## src/rtl/ppcfg_pkg.sv

```systemverilog
package ppcfg_pkg;

  localparam int BUS_AW = 12;
  localparam int BUS_DW = 8;

  localparam logic [BUS_AW-1:0] OFS_CTRL  = 12'h102;
  localparam logic [BUS_AW-1:0] OFS_HOLE  = 12'h103;
  localparam logic [BUS_AW-1:0] OFS_SETUP = 12'h104;
  localparam logic [BUS_AW-1:0] OFS_CHK   = 12'h105;

  localparam logic [3:0] IRQ_FIXED = 4'd7;

  typedef struct packed {
    logic diag;
    logic cpar;
    logic dpar;
    logic fair;
    logic en_a;
  } ctrl_t;

  typedef struct packed {
    logic       bid_off;
    logic [1:0] sel;
    logic       en_b;
    logic [3:0] arb;
  } setup_t;

  // Lower bound of the decoded window
  function automatic logic [31:0] win_lo(input logic [1:0] sel, input logic dma);
    logic [31:0] r;
    case (sel)
      2'b00:   r = dma ? 32'h1278 : 32'h03BC;
      2'b01:   r = 32'h0378;
      2'b10:   r = 32'h0278;
      default: r = 32'h1378;
    endcase
    return r;
  endfunction

  // Upper bound of the decoded window (inclusive)
  function automatic logic [31:0] win_hi(input logic [1:0] sel, input logic dma);
    logic [31:0] r;
    case (sel)
      2'b00:   r = dma ? 32'h127D : 32'h03BF;
      2'b01:   r = 32'h037D;
      2'b10:   r = 32'h027D;
      default: r = 32'h137D;
    endcase
    return r;
  endfunction

  function automatic logic [7:0] pack_ctrl(input ctrl_t c);
    return {2'b00, c.diag, 1'b0, c.cpar, c.dpar, c.fair, c.en_a};
  endfunction

endpackage

```

## src/rtl/ppcfg_regs.sv

```systemverilog
module ppcfg_regs
  import ppcfg_pkg::*;
(
  input  logic              clk,
  input  logic              rst_n,
  input  logic              bus_wr,
  input  logic [BUS_AW-1:0] bus_addr,
  input  logic [BUS_DW-1:0] bus_wdata,
  input  logic              chk_event,
  output ctrl_t             ctrl_q,
  output setup_t            setup_q,
  output logic              chk_n_q
);

  logic wr_ctrl, wr_setup, chk_clear;

  assign wr_ctrl   = bus_wr && (bus_addr == OFS_CTRL);
  assign wr_setup  = bus_wr && (bus_addr == OFS_SETUP);
  assign chk_clear = bus_wr && (bus_addr == OFS_CHK) && bus_wdata[7];

  always_ff @(posedge clk or negedge rst_n) begin
    if (!rst_n) begin
      ctrl_q <= '0;
    end else if (wr_ctrl) begin
      ctrl_q.diag <= bus_wdata[5];
      ctrl_q.cpar <= bus_wdata[3];
      ctrl_q.dpar <= bus_wdata[2];
      ctrl_q.fair <= bus_wdata[1];
      ctrl_q.en_a <= bus_wdata[0];
    end
  end

  always_ff @(posedge clk or negedge rst_n) begin
    if (!rst_n) begin
      setup_q <= '0;
    end else if (wr_setup) begin
      setup_q <= setup_t'(bus_wdata);
    end
  end

  // Event has priority over a software clear
  always_ff @(posedge clk or negedge rst_n) begin
    if (!rst_n)         chk_n_q <= 1'b1;
    else if (chk_event) chk_n_q <= 1'b0;
    else if (chk_clear) chk_n_q <= 1'b1;
  end

  a_r10_event_wins: assert property (@(posedge clk) disable iff (!rst_n)
    chk_event |=> !chk_n_q);
  a_r10_clear: assert property (@(posedge clk) disable iff (!rst_n)
    (chk_clear && !chk_event) |=> chk_n_q);
  a_r10_hold: assert property (@(posedge clk) disable iff (!rst_n)
    (!chk_clear && !chk_event) |=> $stable(chk_n_q));
  a_r5_no_stray_write: assert property (@(posedge clk) disable iff (!rst_n)
    (!wr_ctrl && !wr_setup) |=> ($stable(ctrl_q) && $stable(setup_q)));

endmodule

```

## src/rtl/ppcfg_rdmux.sv

```systemverilog
module ppcfg_rdmux
  import ppcfg_pkg::*;
(
  input  logic [BUS_AW-1:0] bus_addr,
  input  ctrl_t             ctrl_q,
  input  setup_t            setup_q,
  input  logic              chk_n_q,
  output logic [BUS_DW-1:0] bus_rdata
);

  always_comb begin
    case (bus_addr)
      OFS_CTRL:  bus_rdata = pack_ctrl(ctrl_q);
      OFS_SETUP: bus_rdata = setup_q;
      OFS_CHK:   bus_rdata = {chk_n_q, 7'b0};
      default:   bus_rdata = '0;
    endcase
  end

  always_comb begin
    a_r5_hole_zero: assert (bus_addr != OFS_HOLE || bus_rdata == '0);
  end

endmodule

```

## src/rtl/ppcfg_win_dec.sv

```systemverilog
module ppcfg_win_dec
  import ppcfg_pkg::*;
#(
  parameter int IO_W = 16
) (
  input  logic            clk,
  input  logic            rst_n,
  input  logic [IO_W-1:0] io_addr,
  input  logic            io_dma,
  input  logic [1:0]      sel,
  input  logic            port_en,
  output logic            io_hit
);

  localparam int EXT_W = 32;

  logic [EXT_W-1:0] addr_x, lo, hi;
  logic             in_win;

  assign addr_x = EXT_W'(io_addr);
  assign lo     = win_lo(sel, io_dma);
  assign hi     = win_hi(sel, io_dma);
  assign in_win = (addr_x >= lo) && (addr_x <= hi);
  assign io_hit = port_en && in_win;

  a_r8_hit_needs_enable: assert property (@(posedge clk) disable iff (!rst_n)
    io_hit |-> port_en);
  a_r6_hit_in_span: assert property (@(posedge clk) disable iff (!rst_n)
    io_hit |-> (addr_x >= 32'h0278 && addr_x <= 32'h137D));

endmodule

```

## src/rtl/ppcfg_top.sv

```systemverilog
module ppcfg_top
  import ppcfg_pkg::*;
(
  input  logic        clk,
  input  logic        rst_n,
  input  logic        bus_wr,
  input  logic [11:0] bus_addr,
  input  logic [7:0]  bus_wdata,
  output logic [7:0]  bus_rdata,
  input  logic        chk_event,
  input  logic [15:0] io_addr,
  input  logic        io_dma,
  output logic        io_hit,
  output logic        port_en,
  output logic        bidir_mode,
  output logic        conn_par_en,
  output logic        chan_par_en,
  output logic        fair_en,
  output logic        diag_mode,
  output logic [3:0]  arb_level,
  output logic [3:0]  irq_level,
  output logic        chk_n
);

  ctrl_t  ctrl_q;
  setup_t setup_q;

  ppcfg_regs u_regs (
    .clk(clk), .rst_n(rst_n), .bus_wr(bus_wr), .bus_addr(bus_addr),
    .bus_wdata(bus_wdata), .chk_event(chk_event),
    .ctrl_q(ctrl_q), .setup_q(setup_q), .chk_n_q(chk_n)
  );

  ppcfg_rdmux u_rd (
    .bus_addr(bus_addr), .ctrl_q(ctrl_q), .setup_q(setup_q),
    .chk_n_q(chk_n), .bus_rdata(bus_rdata)
  );

  assign port_en     = ctrl_q.en_a & setup_q.en_b;
  assign bidir_mode  = ~setup_q.bid_off;
  assign conn_par_en = ctrl_q.cpar;
  assign chan_par_en = ctrl_q.dpar;
  assign fair_en     = ctrl_q.fair;
  assign diag_mode   = ctrl_q.diag;
  assign arb_level   = setup_q.arb;
  assign irq_level   = IRQ_FIXED;

  ppcfg_win_dec #(.IO_W(16)) u_dec (
    .clk(clk), .rst_n(rst_n), .io_addr(io_addr), .io_dma(io_dma),
    .sel(setup_q.sel), .port_en(port_en), .io_hit(io_hit)
  );

  a_r4_enable_from_reads: assert property (@(posedge clk) disable iff (!rst_n)
    port_en |-> (bus_addr != OFS_SETUP || bus_rdata[4]));

endmodule

```

## config.mk

```make
export PLATFORM = sky130hd
export DESIGN_NAME = ppcfg_top
export DESIGN_NICKNAME = d
export VERILOG_FILES = /design/src/rtl/ppcfg_pkg.sv /design/src/rtl/ppcfg_regs.sv /design/src/rtl/ppcfg_rdmux.sv /design/src/rtl/ppcfg_win_dec.sv /design/src/rtl/ppcfg_top.sv
export SDC_FILE = /design/constraint.sdc
export NUM_CORES = 1
export LEC_CHECK = 0
export CAP_MARGIN = 25
export CORE_UTILIZATION = 40
export DETAILED_ROUTE_END_ITERATION = 12
export PLACE_DENSITY = 0.85
export SLEW_MARGIN = 20
export SYNTH_ARGS = -nofsm -noshare
export SYNTH_HDL_FRONTEND = slang
export SYNTH_HIERARCHICAL = 1
export SYNTH_SLANG_ARGS = --single-unit
```

## constraint.sdc

```tcl
create_clock -name clk -period 4 [get_ports clk]
set_input_delay 1.2 -clock clk [delete_from_list [all_inputs] [get_ports clk]]
set_output_delay 1.2 -clock clk [all_outputs]
set_load 0.02 [all_outputs]
```

After elaboration in Yosys (flattened, before gate mapping):

Cells that the tools add are included.

* reductions and logical operators: 8
* $lt $le $gt $ge: 2
* multipliers: 0
* divide/modulo/power cells: 0
* eq/ne operators: 5
* bitwise operators: 2
* muxes and demuxes: 7
* shift operators: 0
* $add $sub $neg: 0

Operators with widths (number)
* $pmux 32 s3: 2
* $eq 12x9->1 const B: 3
* $ge 16x32->1: 1
* $le 16x32->1: 1
* $mux 13: 2
* $pmux 8 s3: 1
* $logic_and 1x1->1: 6
* $eq 2x1->1 const B: 1
* $eq 2x2->1 const B: 1
* $logic_not 2->1: 1
* $mux 1: 2
* $reduce_bool 2->1: 1
* $and 1x1->1: 1
* $not 1->1: 1

* word-level logic and storage cells: 34
* register bits: 14
* bits in read-only memories: 0
* output and inout bits: 24
* input port bits: 41
* bits in writable memories: 0
* latch bits: 0
* memories: 0

Logic depth before layout (Yosys ltp):

Gate-level depths: netlist (run 1).

* depth after elaboration: 5
* depth in mapped cells: 9
* depth with buffers taken out: 9

Cells and area by module:

The synthesis (run 1) kept the hierarchy.

By module, submodules not included
* ppcfg_regs: cells an instance 37, sequential area each 351.6 um^2, area each 620.6 um^2, instances 1
* ppcfg_win_dec: cells an instance 33, sequential area each 0.0 um^2, area each 241.5 um^2, instances 1
* ppcfg_rdmux: cells an instance 22, sequential area each 0.0 um^2, area each 176.4 um^2, instances 1
* ppcfg_top: cells an instance 8, sequential area each 0.0 um^2, area each 47.5 um^2, instances 1

Worst setup path before layout (run 1):

Ideal clock, no wire load.

* path type: input port to output port
* from: input io_dma
* to: output io_hit
* path slack: 0.465 ns
* buffers on the path: 0
* required time: 2.800 ns
* stages: 7
* arrival: 2.335 ns
* cells stage by stage: nand2b_1 > nor2_1 > a211oi_1 > ha_1 > nand4_1 > nor4_1 > o2111a_1

* longest elaborated chain between the ends: 5
* elaborated cells between the ends (all ways): 8
* those cells by class: 2 x order compare; 4 x mux; 2 x reduce/logical

RTL lines
* from (decl): RTL line ppcfg_top.sv:12 `input logic io_dma,`
* $mux 13, on equally long branches: RTL line ppcfg_pkg.sv:32, ppcfg_pkg.sv:44
* $pmux 32 s3, on equally long branches: RTL line ppcfg_pkg.sv:31, ppcfg_pkg.sv:43
* $ge 16x32->1 or $le 16x32->1 (tied branches): RTL line ppcfg_win_dec.sv:23 `assign in_win = (addr_x >= lo) && (addr_x <= hi);`
* $logic_and 1x1->1 (*): RTL line ppcfg_win_dec.sv:23
* $logic_and 1x1->1 (*): RTL line ppcfg_win_dec.sv:24 `assign io_hit = port_en && in_win;`
* to (decl): RTL line ppcfg_top.sv:13 `output logic io_hit,`

Mark *: on every way between the ends. The rest lies on a longest branch, timed or not.

Worst setup path after layout (run 1):

* from: input io_addr[2]
* to: output io_hit

* longest elaborated chain between the ends: 3
* elaborated cells between the ends (all ways): 4
* those cells by class: 2 x order compare; 2 x reduce/logical

RTL lines
* from (decl): RTL line ppcfg_top.sv:11 `input logic [15:0] io_addr,`
* $ge 16x32->1 or $le 16x32->1 (tied branches): RTL line ppcfg_win_dec.sv:23
* $logic_and 1x1->1 (*): RTL line ppcfg_win_dec.sv:23
* $logic_and 1x1->1 (*): RTL line ppcfg_win_dec.sv:24

Marks and branches as above.

==> qor.csv, run 1 <==
metric;value;unit
share of layout cells above drive strength 1;28.8;%
Placed Area;1820;sq um
Post-Layout Inst Area;1880;sq um
Root Buffer;clkbuf_4;
TritonCTS Sinks;14;
die area;2930;sq um
Max Root-Sink Buffers;2;
grt ovf;0;
I/O pin count;65;
DP HPWL;2490;um
final hold vios;0;
Die Ht;54.1;um
largest delay contributor family on the critical path;buffers and inverters;
DRT antenna net count;0;
core area;2520;sq um
CP Capture Type;output port;
Crit path buffers/inverters;3;
drt drc;0;
Initial Util;43.1;%
Setup crit start kind;primary input;
# nets final;227;
placed cells;202;
first-pass detailed-route iteration total;4;
final setup violation count;0;
clock-pin slew on the worst setup and hold paths;0.08;ns
Clk Latency, worst-skew pair;0.27;ns
initial antenna violation count;0;
Max Cap Viol;0;
hold buffer count at cts;0;
synthesized cell area;1090;sq um
Antenna diodes;0;
vias in the first global route;1124;
sequential share of the synthesized area;32.4;%
Yosys warnings;6;
DRT Wirelength;3060;um
Slew Limit Fails;0;
CP max stage cell;clkdlybuf4s50_1;
Post-Syn Area per Cell;10.9;sq um
1st-iter DRT viols;16;
status;finished clean;
Cells after Synth;100;
Worst slew margin;59.9;%
Row Count;18;
Worst Tran Pin Value;0.600;ns
GRT Total Usage;22.6;%
Routed WL per cell;14.8;um
CTS tree;built;
register area;352;sq um
post-synthesis cell type count;32;
area of the multi-input gates;719;sq um
critical path class;in -> out;
WHS;0.540;ns
PnR Total Power;0.336;mW
Hold Crit Class;reg -> reg;
peak supply drop;185;uV
Max Fanout on Critical Path;2;
PortBufs;60;
first-pass GRT wire length;4660;um
Synth Register Bits;14;
TNS Setup;0;ns
Pleak;0.849;nW
largest net degree at the start of global routing;15;
PD cells;178;nW/um^2
CTS H-Tree Depth;1;
Syn-to-layout area delta;73.4;%
RSZ-0062 raised after global routing;no;
WP data arrival;2.74;ns
Largest stage delay, worst path;0.47;ns
fillers;196;
crit path time final;3.94;ns
via count;1074;
Most common cell on crit path;o2111a_1;
period utilization;98.6;%
routed vias/inst;5.19;
Layout Skew;0;ns
gpl congestion;0.812;
die width;54.1;um
FMAX;0.253;GHz
Req. time, crit path;2.80;ns
total CTS buffers;3;
Critical Path, Cell by Cell;clkdlybuf4s50_1, inv_1, ha_1, nor3b_1, o2111a_1, o2111a_1, buf_6;
final cell count without fillers;207;
[where the power goes]
| part | leakage (nW) | switching (mW) | internal, mW |
|---|---|---|---|
| Sequential | 0.192 | 0.000467 | 0.142 |
| Clock | 0.0210 | 0.0447 | 0.0553 |
| Combinational | 0.636 | 0.0362 | 0.0568 |
[through the flow]
stage | setup WS [ns] | utilization [%]
after floorplan | 0.465 | -
after global placement | -0.539 | 72.1
after detailed placement | -0.721 | 72.1
after CTS | -0.172 | 73.4
after global routing | 0.000424 | 74.7
final | 0.0551 | 74.7
[synth_stat cells (all sizes together)]
library cell / n / area [sq um]
and4b: 1 / 10.0
nor4b: 4 / 86.3
nand4: 4 / 46.3
buf: 4 / 30.0
and2: 1 / 6.26
inv: 6 / 22.5
nand3: 2 / 22.5
dfrtp: 13 / 325
dfstp: 1 / 26.3
mux2: 13 / 146
a22oi: 5 / 37.5
nand2: 5 / 18.8
nor4: 1 / 6.26
conb: 2 / 7.51
nor3: 2 / 15.0
a311oi: 1 / 8.76
nand2b: 2 / 12.5
nor3b: 5 / 47.5
a41oi: 1 / 8.76
ha: 8 / 100
o2111a: 2 / 22.5
a211oi: 2 / 15.0
a21oi: 1 / 5.00
mux2i: 1 / 10.0
nor2: 13 / 48.8
[layout by cell type (no fill, tap or decap), drive strengths merged]
cell / instances
clkdlybuf4s50: 50
buf: 16
nor2: 13
dfrtp: 13
mux2: 13
ha: 8
inv: 6
clkbuf: 6
a22oi: 5
nand2: 5
nor3b: 5
conb: 4
nor4b: 4
nand4: 4
clkdlybuf4s15: 3
dlygate4sd2: 3
o2111a: 2
a211oi: 2
nand2b: 2
nor3: 2
nand3: 2
and2: 1
dlymetal6s2s: 1
a21oi: 1
a311oi: 1
nor4: 1
mux2i: 1
and4b: 1
a41oi: 1
dfstp: 1
[worst paths after layout]
path	from	endpoint	slack, ns	depth (start not counted)
min	u_regs/ctrl_q[4]	u_regs/ctrl_q[4]	0.54	1
max	io_addr[2]	io_hit	0.06	7
min reg2reg	u_regs/ctrl_q[4]	u_regs/ctrl_q[4]	0.54	1
max in group asynchronous	rst_n	u_regs/setup_q[3]	2.32	1
min in group asynchronous	rst_n	u_regs/ctrl_q[0]	1.30	1
max reg2reg	u_regs/setup_q[5]	u_regs/setup_q[5]	3.17	1
[cells by family (layout without fill, tap and decap cells)]
kind of cell	after synthesis	after routing	share of synthesized area, %
AO/OA/AOI/OAI	12	12	8.99
adder cells (fa/ha/maj)	8	8	9.22
buffers and inverters	10	85	4.84
flip-flops	14	14	32.4
multiplexers	14	14	14.4
other	2	4	0.692
AND/OR/NAND/NOR	40	40	29.5
[final cells by class]
type,instances,area share (%)
Inverter,6,1.20
Timing Repair Buffer,75,38.0
Clock buffer,4,1.93
Sequential cell,14,18.7
Multi-Input combinational cell,78,38.2
Tap cell,30,1.99
[routing by layer]
metal	global-route usage [%]	share of wire (%)	vias up
met1	23.1	37	479
met4	13.2	3.2	0
li1	-	-	520
met2	42.2	51	63
met5	0	0	-
met3	3.95	8.7	12
[flip-flops by register name (all words and copies together) (netlist names)]
name,count
u_regs/chk_n_q,1
u_regs/setup_q,8
u_regs/ctrl_q,5
[timing repair]
action / in CTS / in global routing
pin swaps: 0 / 4
endpoints found under the hold margin: 0 / 0
buffers inserted: 0 / 1
resized for setup: 14 / 15
setup endpoints to repair: 9 / 6
No activity file was read; power rests on OpenSTA's default activity.
==> run 2, diff against run 1 <==
- CAP_MARGIN: 25 -> 20
==> results of run 2 <==
Final layout, timing and power as in run 1 (identical DEF).
